File: src/rtl/sdr_beat_pkg.sv
package sdr_beat_pkg;

   typedef struct packed {
      logic [2:0] bl_code;
      logic [1:0] cl;
      logic       ilv;
      logic       single_wr;
   } sdr_mode_t;

   localparam logic [2:0] BL_FULL_CODE = 3'd7;

   function automatic logic bl_code_legal(input logic [2:0] code);
      return (code <= 3'd3) || (code == BL_FULL_CODE);
   endfunction

endpackage

File: src/rtl/sdr_mode_reg.sv
module sdr_mode_reg
   import sdr_beat_pkg::*;
#(
   parameter int LAT_MAX = 3
) (
   input  logic       clk,
   input  logic       rst_n,
   input  logic       load,
   input  logic [2:0] bl_code,
   input  logic [1:0] cl,
   input  logic       ilv,
   input  logic       single_wr,
   output sdr_mode_t  mode
);
   localparam logic [1:0] CL_RESET = 2'(LAT_MAX);

   logic accept;
   assign accept = load && bl_code_legal(bl_code) && (cl != 2'd0)
                   && (int'(cl) <= LAT_MAX);

   always_ff @(posedge clk) begin
      if (!rst_n) begin
         mode.bl_code   <= 3'd0;
         mode.cl        <= CL_RESET;
         mode.ilv       <= 1'b0;
         mode.single_wr <= 1'b0;
      end else if (accept) begin
         mode.bl_code   <= bl_code;
         mode.cl        <= cl;
         mode.ilv       <= ilv;
         mode.single_wr <= single_wr;
      end
   end

   p_cl_range_r2: assert property (@(posedge clk) disable iff (!rst_n)
      (mode.cl != 2'd0) && bl_code_legal(mode.bl_code));

   p_bad_load_r2: assert property (@(posedge clk) disable iff (!rst_n)
      (load && !bl_code_legal(bl_code)) |=> $stable(mode));

endmodule

File: src/rtl/sdr_lat_pipe.sv
module sdr_lat_pipe #(
   parameter int COL_W   = 9,
   parameter int LAT_MAX = 3
) (
   input  logic             clk,
   input  logic             rst_n,
   input  logic [1:0]       cl,
   input  logic             rd_start,
   input  logic [COL_W-1:0] start_col,
   output logic             launch,
   output logic [COL_W-1:0] launch_col
);
   localparam int DEPTH = LAT_MAX - 1;

   generate
      if (DEPTH == 0) begin : g_bypass
         assign launch     = rd_start;
         assign launch_col = start_col;
      end else begin : g_pipe
         logic             sv [DEPTH];
         logic [COL_W-1:0] sc [DEPTH];

         for (genvar s = 0; s < DEPTH; s++) begin : g_stage
            if (s == 0) begin : g_head
               always_ff @(posedge clk) begin
                  if (!rst_n) sv[0] <= 1'b0;
                  else        sv[0] <= rd_start;
                  sc[0] <= start_col;
               end
            end else begin : g_body
               always_ff @(posedge clk) begin
                  if (!rst_n) sv[s] <= 1'b0;
                  else        sv[s] <= sv[s-1];
                  sc[s] <= sc[s-1];
               end
            end
         end

         always_comb begin
            launch     = 1'b0;
            launch_col = '0;
            if (cl == 2'd1) begin
               launch     = rd_start;
               launch_col = start_col;
            end else begin
               for (int i = 0; i < DEPTH; i++) begin
                  if (int'(cl) == i + 2) begin
                     launch     = sv[i];
                     launch_col = sc[i];
                  end
               end
            end
         end

         p_cl2_delay_r3: assert property (@(posedge clk) disable iff (!rst_n)
            ($past(rd_start) && cl == 2'd2 && $stable(cl)) |-> launch);
      end
   endgenerate

   p_cl1_direct_r3: assert property (@(posedge clk) disable iff (!rst_n)
      (cl == 2'd1 && rd_start) |-> (launch && launch_col == start_col));

endmodule

File: src/rtl/sdr_beat_seq.sv
module sdr_beat_seq #(
   parameter int COL_W  = 9,
   parameter bit ILV_EN = 1'b1
) (
   input  logic             clk,
   input  logic             rst_n,
   input  logic [2:0]       bl_code,
   input  logic             ilv,
   input  logic             single_wr,
   input  logic             rd_launch,
   input  logic [COL_W-1:0] rd_col,
   input  logic             wr_start,
   input  logic [COL_W-1:0] wr_col,
   input  logic             term,
   output logic             rd_valid,
   output logic             wr_accept,
   output logic [COL_W-1:0] beat_col,
   output logic             burst_done
);
   localparam logic [COL_W-1:0] ONE = COL_W'(1);

   logic             act, is_wr, done;
   logic [COL_W-1:0] base, idx, mask, cur_col, seq_col;
   logic             full, wr_one, idx_last;

   assign full   = (bl_code == 3'd7);
   assign wr_one = single_wr || (bl_code == 3'd0);

   always_comb begin
      case (bl_code)
         3'd0:    mask = '0;
         3'd1:    mask = COL_W'(1);
         3'd2:    mask = COL_W'(3);
         3'd3:    mask = COL_W'(7);
         default: mask = '1;
      endcase
   end

   assign idx_last = !full && (idx == mask);
   assign seq_col  = (base & ~mask) | ((base + idx) & mask);

   generate
      if (ILV_EN) begin : g_ilv
         assign cur_col = (ilv && !full) ? ((base & ~mask) | ((base ^ idx) & mask))
                                         : seq_col;
      end else begin : g_seq_only
         logic unused_ilv;
         assign unused_ilv = ilv;
         assign cur_col    = seq_col;
      end
   endgenerate

   always_ff @(posedge clk) begin
      if (!rst_n) begin
         act   <= 1'b0;
         is_wr <= 1'b0;
         done  <= 1'b0;
         base  <= '0;
         idx   <= '0;
      end else if (wr_start) begin
         base  <= wr_col;
         idx   <= ONE;
         is_wr <= 1'b1;
         act   <= !(wr_one || term);
         done  <= wr_one || term;
      end else if (rd_launch) begin
         base  <= rd_col;
         idx   <= '0;
         is_wr <= 1'b0;
         act   <= 1'b1;
         done  <= 1'b0;
      end else if (act) begin
         if (term || idx_last) begin
            act  <= 1'b0;
            done <= 1'b1;
         end else begin
            idx  <= idx + ONE;
            done <= 1'b0;
         end
      end else begin
         done <= 1'b0;
      end
   end

   assign rd_valid   = act && !is_wr;
   assign wr_accept  = wr_start || (act && is_wr);
   assign beat_col   = wr_start ? wr_col : cur_col;
   assign burst_done = done;

   p_block_r5: assert property (@(posedge clk) disable iff (!rst_n)
      act |-> (((cur_col ^ base) & ~mask) == '0));

   p_single_wr_r9: assert property (@(posedge clk) disable iff (!rst_n)
      (wr_start && single_wr) |=> !(act && is_wr));

   p_fullpage_runs_r7: assert property (@(posedge clk) disable iff (!rst_n)
      (act && full && !term && !wr_start && !rd_launch) |=> act);

   p_term_stops_r8: assert property (@(posedge clk) disable iff (!rst_n)
      (act && term && !wr_start && !rd_launch) |=> (!act && done));

endmodule

File: src/rtl/sdr_beat_timer.sv
module sdr_beat_timer
   import sdr_beat_pkg::*;
#(
   parameter int COL_W   = 9,
   parameter int LAT_MAX = 3,
   parameter bit ILV_EN  = 1'b1
) (
   input  logic             clk,
   input  logic             rst_n,
   input  logic             mode_load,
   input  logic [2:0]       mode_bl,
   input  logic [1:0]       mode_cl,
   input  logic             mode_ilv,
   input  logic             mode_single_wr,
   input  logic             rd_start,
   input  logic             wr_start,
   input  logic [COL_W-1:0] start_col,
   input  logic             burst_term,
   output logic             rd_valid,
   output logic             wr_accept,
   output logic [COL_W-1:0] beat_col,
   output logic             burst_done
);
   generate
      if (COL_W < 4) begin : g_bad_col
         $error("COL_W must hold an 8-beat block");
      end
      if (LAT_MAX < 1 || LAT_MAX > 3) begin : g_bad_lat
         $error("LAT_MAX must be 1 to 3");
      end
   endgenerate

   sdr_mode_t        mode;
   logic             rd_launch;
   logic [COL_W-1:0] rd_col;

   sdr_mode_reg #(.LAT_MAX(LAT_MAX)) u_mode (
      .clk       (clk),
      .rst_n     (rst_n),
      .load      (mode_load),
      .bl_code   (mode_bl),
      .cl        (mode_cl),
      .ilv       (mode_ilv),
      .single_wr (mode_single_wr),
      .mode      (mode)
   );

   sdr_lat_pipe #(.COL_W(COL_W), .LAT_MAX(LAT_MAX)) u_pipe (
      .clk        (clk),
      .rst_n      (rst_n),
      .cl         (mode.cl),
      .rd_start   (rd_start),
      .start_col  (start_col),
      .launch     (rd_launch),
      .launch_col (rd_col)
   );

   sdr_beat_seq #(.COL_W(COL_W), .ILV_EN(ILV_EN)) u_seq (
      .clk        (clk),
      .rst_n      (rst_n),
      .bl_code    (mode.bl_code),
      .ilv        (mode.ilv),
      .single_wr  (mode.single_wr),
      .rd_launch  (rd_launch),
      .rd_col     (rd_col),
      .wr_start   (wr_start),
      .wr_col     (start_col),
      .term       (burst_term),
      .rd_valid   (rd_valid),
      .wr_accept  (wr_accept),
      .beat_col   (beat_col),
      .burst_done (burst_done)
   );

   p_done_after_beat_r10: assert property (@(posedge clk) disable iff (!rst_n)
      burst_done |-> $past(rd_valid || wr_accept));

endmodule

File: config.mk
export PLATFORM = sky130hd
export DESIGN_NAME = sdr_beat_timer
export DESIGN_NICKNAME = d
export VERILOG_FILES = /design/src/rtl/sdr_beat_pkg.sv /design/src/rtl/sdr_mode_reg.sv /design/src/rtl/sdr_lat_pipe.sv /design/src/rtl/sdr_beat_seq.sv /design/src/rtl/sdr_beat_timer.sv
export SDC_FILE = /design/constraint.sdc
export NUM_CORES = 1
export LEC_CHECK = 0
export BUFFER_PORTS_ARGS = -buffer_cell sky130_fd_sc_hd__buf_2
export CAP_MARGIN = 25
export CORE_ASPECT_RATIO = 2
export CORE_MARGIN = 3
export CORE_UTILIZATION = 35
export DETAILED_ROUTE_END_ITERATION = 8
export PLACE_DENSITY = 0.55
export SETUP_SLACK_MARGIN = 0.15
export SYNTH_ARGS = -nofsm -noshare
export SYNTH_HDL_FRONTEND = slang
export SYNTH_SLANG_ARGS = --single-unit
File: constraint.sdc
create_clock -name clk -period 4.7 [get_ports clk]
set_clock_uncertainty 0.05 [all_clocks]
set_input_delay 0 -clock clk [delete_from_list [all_inputs] [get_ports clk]]
set_output_delay 0 -clock clk [all_outputs]
set_load 0.005 [all_outputs]
==> flow_summary.toml <==
[cells_and_area]
drive_gt1_frac = 0.1590
fin_util = 0.4531
diodes = 0
layout.nets = 358
fill_cells = 664
syn2layout_area_growth_pct = 23.43

[cts]
clock-sinks = 48
cts_tree = "yes"
worstSkewPairLatency_ns = 0.29
clockRootBuffer = "clkbuf_16"
cts_setup_buffers = 0
htreeDepth = 2
cts_max_path_buffers = 2
cts_made_buffers = 5
post_cts_resized = 0
clk_pin_slew_ns = 0.06

[floorplanning]
die_w_microns = 65.63
core_sq_um = 6779
rows = 42
io_pins = 34
die_area_sq_um = 8220
start_util = 0.3671
die_y_microns = 125.3

[routing]
top_layer = "met4"
ant_nets = 0
num_vias = 2168
met1_length_microns = 2434
wl_microns = 6077
wl_per_cell_microns = 14.64
wl_met3_microns = 161
drc = 0
first_iter_violations = 120
wl_met2_microns = 3304
first_pass_iters = 4
vias_per_cell = 5.224

[grt]
grt_pass1_vias = 2133
antenna_found_initial = 0
grt-ovfl-total = 0
grt_pass1_wl_microns = 10110
grt_max_degree = 30
track_usage = 0.1574

[logic_synthesis]
async_flop_share = 0
netlist.area_leader.share = 0.3861
synth_fp_nets = 312
yosysMostFrequentCell = "dfxtp_1"
synthCells = 280
synth_edf_count = 0
synth_flop_cell = "dfxtp_1"
synth-seq-cells = 48
synth_cell_type_count = 50
yosys.area.top_type = "dfxtp_1"
ys_top_cells_by_count = "dfxtp_1, nand2_1, mux2i_1, o21ai_0, nor2_1"
avgSynthCellArea_sq_um = 8.888
syn_area_sq_um = 2489
yosysSeqAreaShare = 0.3861
yosysWarnings = 0
synth_area_leaders = "dfxtp_1, mux2i_1, ha_1, nand2_1, o21ai_0"

[setup_path]
worstPathArrival_ns = 2.67
critPathMaxStageDelay_ns = 0.45
critical_path_class = "reg2out"
cp_slowest_cell = "fa_1"
crit_chain = "ha_1 > fa_1 > a211oi_1 > o21a_1 > nor4b_1 > o31ai_1 > xor2_1 > o21ai_0 > buf_2"
crit_required_ns = 4.65
start_kind = "flop"
crit_path_end_kind = "output port"
path_max_fanout = 9

[pwr]
intPower_mw = 0.7630
max-vdd-ir-drop_v = 0.0002268
power.total_mw = 1.006
clockPowerShare = 0.417
switchingPower_mw = 0.2427
power_density_nw_per_um2 = 327.4
p_comb_frac = 0.135
power_leakage_nw = 1.333
switching_share = 0.2413
p_seq_frac = 0.449

[sta]
fmax_mhz = 367.1
hold_viol = 0
finalWorstSetupSlack_ns = 1.976
setup-violations-final = 0
period_share = 0.5795
rsz0062_at_grt = "no"
fin_crit_ns = 2.724
slew_headroom = 0.5322
fin_tns_setup_ns = 0
worstMarginPinSlew_ns = 0.7007
maxSlewViolCount = 0

[placement]
dp_hpwl_microns = 4677
io_buffer_count = 33
gp_congestion = 0.8227
dp_slack_ns = 2.267

[flow_run]
drv_cap = 0

[outcome]
outcome = "complete, no violations"

[worst_hold_path]
hp-class = "in2reg"
==> state kept, by name, summed over array words and instances, names as in the netlist <==
register,flops
u_seq.burst_done,1
u_seq.act,1
u_pipe.g_pipe.sv,2
u_pipe.g_pipe.sc,18
u_seq.is_wr,1
u_seq.base,9
u_seq.idx,9
u_mode.mode,7
==> per-stage QoR <==
| stage | hold slack (ns) | cell area, sq um | instances |
|---|---|---|---|
| 2_1_floorplan | -0.02228 | 2489 | 280 |
| 3_3_place_gp | 0.08299 | 2714 | 389 |
| 3_5_place_dp | 0.08249 | 2714 | 389 |
| 4_1_cts | 0.02679 | 3072 | 415 |
| 5_1_grt | 0.03987 | 3072 | 415 |
| 6_report | 0.02507 | 3072 | 415 |
==> power groups by stage <==
stage               clock network (mW)  registers [mW]  logic, mW
CTS                              0.433           0.452      0.137
global route                     0.445           0.454      0.153
finish                           0.419           0.451      0.135
floorplan                            0           0.449     0.0913
global placement                     0           0.461      0.124
detailed placement                   0           0.461      0.125
==> final timing paths <==
check                          from                      end  slack [ns]  cells past startpoint
min reg2reg  u_pipe.g_pipe.sc[0][4]  u_pipe.g_pipe.sc[0][13]        0.30                      0
max                    u_seq.idx[0]              beat_col[8]        1.98                      9
max reg2reg          u_mode.mode[2]             u_seq.idx[7]        2.30                      6
min                      burst_term                u_seq.act        0.03                      4
==> cell families (layout without fill, tap and decap cells) <==
kind of cell	after synthesis	in the layout	synth area share
mux	20	20	0.08245
flops	48	48	0.3861
simple gates	102	102	0.2127
compound gates	75	75	0.2076
fa+ha+maj	10	10	0.05329
xor+xnor	9	9	0.03167
buf+inv	16	63	0.02614
==> cell type report <==
type / count / area (sq um) / share of cell area
Multi-Input combinational cell: 216 / 1463 / 0.4762
Clock buffer: 6 / 138.9 / 0.04521
Timing Repair Buffer: 51 / 345.3 / 0.1124
Clock inverter: 2 / 38.79 / 0.01263
Inverter: 4 / 15.01 / 0.004888
Sequential cell: 48 / 960.9 / 0.3128
Tap cell: 88 / 110.1 / 0.03585
==> layout by cell type, fill, tap and decap left out, types with 3 or more instances in the layout <==
| cell | netlist | final |
|---|---|---|
| inv_1 | 4 | 4 |
| nor2b_1 | 10 | 10 |
| buf_2 | 1 | 33 |
| o211a_1 | 7 | 7 |
| or3_1 | 4 | 4 |
| o31ai_1 | 6 | 6 |
| a21oi_1 | 13 | 13 |
| mux2_2 | 4 | 4 |
| o211ai_1 | 8 | 8 |
| xor2_1 | 5 | 5 |
| nor3_1 | 3 | 3 |
| o21ai_0 | 16 | 16 |
| dlygate4sd3_1 | 0 | 18 |
| ha_1 | 9 | 9 |
| a22o_1 | 3 | 3 |
| clkbuf_16 | 0 | 5 |
| a221oi_1 | 4 | 4 |
| xnor2_1 | 4 | 4 |
| o21a_1 | 4 | 4 |
| nand2b_1 | 4 | 4 |
| dfxtp_1 | 48 | 48 |
| nand3_1 | 12 | 12 |
| nor2_1 | 15 | 15 |
| mux2i_1 | 16 | 16 |
| a211oi_1 | 3 | 3 |
| nand2_1 | 30 | 30 |
| and2_1 | 6 | 6 |
==> routing by layer <==
metal  global-route usage  vias up
li1                     -     1117
met1               0.1681     1005
met2               0.2888       33
met3              0.02783       13
met4              0.06846        0
met5                    0        -
==> critical path, delay by kind of cell (launching register included) <==
kind / cells / cell delay, ns
AOI/OAI and AO/OA: 4 / 1.01
xor gates and xnor gates: 1 / 0.10
adders and majority gates: 2 / 0.70
buffers and inverters: 1 / 0.14
DFF: 1 / 0.38
and+or+nand+nor: 1 / 0.06
==> timing repair <==
item                                    CTS  global route
endpoints found under the setup margin    0             0
endpoints found under the hold margin    17             0
hold buffers                             18             0
(Power assumes the default switching activity.)
